## config.mk

```make
export PLATFORM = sky130hd
export DESIGN_NAME = scissor_wrap
export DESIGN_NICKNAME = d
export VERILOG_FILES = /design/src/rtl/scissor_wrap_pkg.sv /design/src/rtl/scissor_cfg_regs.sv /design/src/rtl/scissor_axis.sv /design/src/rtl/scissor_wrap.sv
export SDC_FILE = /design/constraint.sdc
export NUM_CORES = 1
export LEC_CHECK = 0
export ABC_AREA = 1
export BUFFER_PORTS_ARGS = -buffer_cell sky130_fd_sc_hd__buf_2
export CAP_MARGIN = 0
export CORE_UTILIZATION = 42
export DETAILED_ROUTE_END_ITERATION = 8
export MAX_ROUTING_LAYER = met4
export PLACE_DENSITY_LB_ADDON = 0.08
export SYNTH_ARGS = -nofsm -noshare
export SYNTH_HDL_FRONTEND = slang
export SYNTH_HIERARCHICAL = 1
export SYNTH_SLANG_ARGS = --single-unit
```

## constraint.sdc

```tcl
create_clock -name clk -period 2.7 [get_ports clk]
set_input_delay 0.27 -clock clk [delete_from_list [all_inputs] [get_ports clk]]
set_output_delay 0.27 -clock clk [all_outputs]
set_load 0.05 [all_outputs]
```

## src/rtl/scissor_wrap_pkg.sv

```systemverilog
package scissor_wrap_pkg;

    localparam int COORD_W = 11;
    localparam int FB_AW   = 10;
    localparam int OFF_W   = 10;
    localparam int REG_AW  = 8;
    localparam int REG_DW  = 23;

    localparam logic [REG_AW-1:0] ADDR_CLIP_LO = 8'h20;
    localparam logic [REG_AW-1:0] ADDR_CLIP_HI = 8'h21;
    localparam logic [REG_AW-1:0] ADDR_SHIFT   = 8'h59;

    localparam int HORIZ_LSB = 12;
    localparam int VERT_LSB  = 0;
    localparam int OFFX_LSB  = 0;
    localparam int OFFY_LSB  = 10;

    typedef logic [COORD_W-1:0] coord_t;
    typedef logic [FB_AW-1:0]   fbpos_t;
    typedef logic [OFF_W-1:0]   half_off_t;

    typedef struct packed {
        coord_t    lo_x;
        coord_t    lo_y;
        coord_t    hi_x;
        coord_t    hi_y;
        half_off_t off_x;
        half_off_t off_y;
    } clip_cfg_t;

    typedef struct packed {
        logic   valid;
        logic   we;
        fbpos_t x;
        fbpos_t y;
    } fb_wr_t;

    // Subtract twice the half-offset, keep the low bits: modulo-1024 wrap.
    function automatic fbpos_t wrap_shift(input coord_t pos, input half_off_t half);
        coord_t dbl;
        dbl = {half, 1'b0};
        return fbpos_t'(pos - dbl);
    endfunction

endpackage

```

## src/rtl/scissor_cfg_regs.sv

```systemverilog
module scissor_cfg_regs
    import scissor_wrap_pkg::*;
(
    input  logic              clk,
    input  logic              rst,
    input  logic              cfg_we,
    input  logic [REG_AW-1:0] cfg_addr,
    input  logic [REG_DW-1:0] cfg_data,
    output clip_cfg_t         cfg
);

    clip_cfg_t cfg_q;

    always_ff @(posedge clk) begin
        if (rst) begin
            cfg_q <= '0;
        end else if (cfg_we) begin
            case (cfg_addr)
                ADDR_CLIP_LO: begin
                    cfg_q.lo_x <= cfg_data[HORIZ_LSB +: COORD_W];
                    cfg_q.lo_y <= cfg_data[VERT_LSB  +: COORD_W];
                end
                ADDR_CLIP_HI: begin
                    cfg_q.hi_x <= cfg_data[HORIZ_LSB +: COORD_W];
                    cfg_q.hi_y <= cfg_data[VERT_LSB  +: COORD_W];
                end
                ADDR_SHIFT: begin
                    cfg_q.off_x <= cfg_data[OFFX_LSB +: OFF_W];
                    cfg_q.off_y <= cfg_data[OFFY_LSB +: OFF_W];
                end
                default: ;
            endcase
        end
    end

    assign cfg = cfg_q;

    // an unmapped address leaves every field as it was
    a_r3_unmapped_stable: assert property (@(posedge clk) disable iff (rst)
        (cfg_we && cfg_addr != ADDR_CLIP_LO && cfg_addr != ADDR_CLIP_HI &&
         cfg_addr != ADDR_SHIFT) |=> $stable(cfg_q))
        else $error("a_r3_unmapped_stable");

endmodule

```

## src/rtl/scissor_axis.sv

```systemverilog
module scissor_axis
    import scissor_wrap_pkg::*;
#(
    parameter int unsigned LIMIT = 640
)(
    input  coord_t    pos,
    input  coord_t    lo,
    input  coord_t    hi,
    input  half_off_t half,
    output logic      in_box,
    output fbpos_t    fb_pos,
    output logic      in_fb
);

    localparam logic [FB_AW:0] LIM = (FB_AW+1)'(LIMIT);

    always_comb begin
        in_box = (pos >= lo) && (pos <= hi);
        fb_pos = wrap_shift(pos, half);
        in_fb  = {1'b0, fb_pos} < LIM;
    end

endmodule

```

## src/rtl/scissor_wrap.sv

```systemverilog
module scissor_wrap
    import scissor_wrap_pkg::*;
#(
    parameter int unsigned FB_W = 640,
    parameter int unsigned FB_H = 528
)(
    input  logic                clk,
    input  logic                rst,
    input  logic                cfg_we,
    input  logic [REG_AW-1:0]   cfg_addr,
    input  logic [REG_DW-1:0]   cfg_data,
    input  logic                in_valid,
    input  logic [COORD_W-1:0]  in_x,
    input  logic [COORD_W-1:0]  in_y,
    output logic                out_valid,
    output logic                out_we,
    output logic [FB_AW-1:0]    out_fb_x,
    output logic [FB_AW-1:0]    out_fb_y
);

    localparam int NAXES = 2;
    localparam logic [FB_AW:0] LIM_X = (FB_AW+1)'(FB_W);
    localparam logic [FB_AW:0] LIM_Y = (FB_AW+1)'(FB_H);

    clip_cfg_t cfg_q;

    scissor_cfg_regs u_regs (
        .clk      (clk),
        .rst      (rst),
        .cfg_we   (cfg_we),
        .cfg_addr (cfg_addr),
        .cfg_data (cfg_data),
        .cfg      (cfg_q)
    );

    coord_t    ax_pos  [NAXES];
    coord_t    ax_lo   [NAXES];
    coord_t    ax_hi   [NAXES];
    half_off_t ax_half [NAXES];
    logic      ax_box  [NAXES];
    fbpos_t    ax_fb   [NAXES];
    logic      ax_in   [NAXES];

    always_comb begin
        ax_pos[0]  = in_x;       ax_pos[1]  = in_y;
        ax_lo[0]   = cfg_q.lo_x; ax_lo[1]   = cfg_q.lo_y;
        ax_hi[0]   = cfg_q.hi_x; ax_hi[1]   = cfg_q.hi_y;
        ax_half[0] = cfg_q.off_x; ax_half[1] = cfg_q.off_y;
    end

    for (genvar g = 0; g < NAXES; g++) begin : g_axis
        scissor_axis #(
            .LIMIT ((g == 0) ? FB_W : FB_H)
        ) u_axis (
            .pos    (ax_pos[g]),
            .lo     (ax_lo[g]),
            .hi     (ax_hi[g]),
            .half   (ax_half[g]),
            .in_box (ax_box[g]),
            .fb_pos (ax_fb[g]),
            .in_fb  (ax_in[g])
        );
    end

    fb_wr_t out_q;

    always_ff @(posedge clk) begin
        if (rst) begin
            out_q <= '0;
        end else begin
            out_q.valid <= in_valid;
            out_q.we    <= in_valid & ax_box[0] & ax_box[1] & ax_in[0] & ax_in[1];
            out_q.x     <= ax_fb[0];
            out_q.y     <= ax_fb[1];
        end
    end

    assign out_valid = out_q.valid;
    assign out_we    = out_q.we;
    assign out_fb_x  = out_q.x;
    assign out_fb_y  = out_q.y;

    // Arms the history-based checks once a full cycle out of reset has passed.
    logic chk_armed_q;
    always_ff @(posedge clk) begin
        if (rst) chk_armed_q <= 1'b0;
        else     chk_armed_q <= 1'b1;
    end

    // one-cycle latency on valid
    a_r7_valid_latency: assert property (@(posedge clk) disable iff (rst)
        chk_armed_q |-> (out_valid == $past(in_valid)))
        else $error("a_r7_valid_latency");

    // no strobe without a valid result
    a_r7_we_needs_valid: assert property (@(posedge clk) disable iff (rst)
        out_we |-> out_valid)
        else $error("a_r7_we_needs_valid");

    // a strobed position is always on-screen
    a_r6_we_on_screen: assert property (@(posedge clk) disable iff (rst)
        out_we |-> (({1'b0, out_fb_x} < LIM_X) && ({1'b0, out_fb_y} < LIM_Y)))
        else $error("a_r6_we_on_screen");

    // a strobed pixel was inside the clip box loaded when it arrived
    a_r4_we_inside_box: assert property (@(posedge clk) disable iff (rst)
        (chk_armed_q && out_we) |->
            ($past(in_x) >= $past(cfg_q.lo_x) && $past(in_x) <= $past(cfg_q.hi_x) &&
             $past(in_y) >= $past(cfg_q.lo_y) && $past(in_y) <= $past(cfg_q.hi_y)))
        else $error("a_r4_we_inside_box");

endmodule

```

==> results.md <==
- Clk_lat worst skew: 0.35 ns
- Row cnt: 42
- Die Y: 120 µm
- Core Area: 13400 µm²
- Overflow after GRT: 0
- Max VDD drop: 0.305 mV
- Total track usage: 0.210
- Worst-Margin Slew: 0.394 ns
- Worst setup EP type: flip-flop
- R2R Setup Slk: 0.88 ns
- CTS H-tree lvls: 3
- Antenna diodes: 0
- Relative slew slack: 0.737
- Final cycle utilization of the critical path: 0.673
- Worst setup startpoint: u_regs/cfg[0]
- Worst-path fanout max: 3
- Hold_sp: in_valid
- Min-delay worst type: input port to flip-flop
- Area delta synth->final: 13.0%
- IO buf count: 78
- Initial DRC Count: 239
- Clk root buf: clkbuf_16
- Cells after synthesis: 925
- NumNets Final: 1110
- Setup crit end: out_we
- Via count: 5212
- Layout cells sized above 1: 0.128
- Drt first pass iters: 4
- Worst path required time: 2.99 ns
- DP Worst Slack: 0.737 ns
- Min cycle time layout: 1.82 ns
- Initial antenna violation count: 0
- Fmax: 550 MHz
- Largest net degree at the start of global routing: 28
- WL final: 13700 µm
- Storage element area: 1680 µm²
- CTS Hold Bufs: 0
- Final GP Congestion: 0.840
- Setup-failing EPs final: 0
- Number of CTS-inserted buffers: 9
- Number of gates resized after cts: 0
- RSZ-0062 raised after global routing: no
- Multi-input logic area: 3010 µm²
- TNS Setup: 0 ns
- DRC: 0
- First-pass GRT wire length: 22700 µm
- Post-Syn Area: 5860 µm²
- Leak Pwr: 3.51 nW
- Wire per inst: 11.7 µm
- Vias/cell: 4.45
- Final antenna-violating net count: 0
- Vias in the first global route: 4695
- Outcome: complete, no violations
- Worst reg-to-reg path cell count: 14
- Reg2reg start: u_regs/cfg[0]
- Crit Path Category: flip-flop to flip-flop
- Reg2reg end: out_we
- Die width: 120 µm
- Syn Nets: 1044
- Critical path arrival: 2.11 ns
- Setup repair bufs after CTS: 0
- Total power divided by cell area: 440 nW/µm²
- Fill count: 1474
- Io pins: 79
- Clk sinks: 84
- Worst Clk Skew: 0.00367 ns
- Number of max-cap violations: 0
- CTS tree: built
- Starting density of the core: 0.437
- Max-slew violations: 0
- CP Launch Type: flip-flop
- Full die area: 14400 µm²
- Fin. Hold Viols: 0
- CTS Buffer Depth: 2
- Syn avg cell area: 6.33 µm²
- Final worst slack: 0.882 ns
- HPWL after DPL: 10800 µm
- Clock-pin slew on the worst setup and hold paths: 0.06 ns
- Synth warn: 6
-- power breakdown --
part	total (W)	switching (W)	internal, W	leakage (nW)
Clock	0.00113	0.000506	0.000621	0.124
Combinational	0.000515	0.000347	0.000167	2.70
Sequential	0.00127	0.00000494	0.00126	0.682
-- sequential cells by signal, summed over array words and instances, names as in the netlist --
register,cells
out_fb_x,10
u_regs/cfg,62
out_we,1
out_fb_y,10
out_valid,1
-- worst min-delay path by stage --
stage | slack (ns) | end | cells past startpoint
floorplan | 0.39 | out_valid | 2
global placement | 0.47 | u_regs/cfg[1] | 2
detailed placement | 0.47 | u_regs/cfg[13] | 2
CTS | 0.12 | out_valid | 3
global route | 0.14 | out_fb_x[0] | 3
finish | 0.13 | out_valid | 3
-- cell type report --
type                       instances  share of cell area
clock buffer                      10              0.0346
sequential                        84               0.254
tap                              176              0.0333
inverter                         256               0.145
timing repair buffer              89              0.0714
clock inverter                     6             0.00624
multi-input combinational        551               0.455
-- layout by cell type, fill, tap and decap left out, types with 2 or more instances in the layout --
master and instances:
inv_1 246, nand2_1 220, nor2_1 124, dfxtp_1 84, buf_2 78, nand4_1 70, ha_1 60, a21oi_1 22
nand3_1 19, buf_4 11, inv_2 10, clkbuf_16 9, xnor2_1 5, nand2_2 5, o21ai_0 5, o21a_1 4
clkinvlp_4 3, clkinv_2 2, xor2_1 2, fa_1 2, nand3b_1 2, nor2_4 2, nand3_4 2
-- critical path: stages (launching register included) --
cell	delay (ns)
dfxtp_1	0.33
ha_1	0.15
inv_1	0.07
fa_1	0.42
nand3_1	0.13
nand3b_1	0.08
nand2_1	0.09
nand2_1	0.05
nor2_1	0.09
nand3_1	0.07
nand2_1	0.06
nand2_1	0.05
inv_1	0.05
nand2_1	0.04
nor2_1	0.07
-- layer usage --
layer,wire length [µm],global-route usage,up-vias
li1,-,-,2892
met1,7070,0.284,2208
met2,5840,0.314,102
met3,634,0.0447,10
met4,145,0.0555,0
met5,0,-,-
-- stage by stage --
stage | instances | power, W | utilization | area, µm² | hold slack (ns)
global route | 1172 | 0.00307 | 0.494 | 6620 | 0.138
detailed placement | 1156 | 0.00181 | 0.474 | 6350 | 0.473
CTS | 1172 | 0.00295 | 0.494 | 6620 | 0.117
global placement | 1156 | 0.00181 | 0.474 | 6350 | 0.466
finish | 1172 | 0.00291 | 0.494 | 6620 | 0.127
floorplan | 925 | 0.00166 | - | 5860 | 0.387
Note: power is estimated with default switching activity, not from simulation.
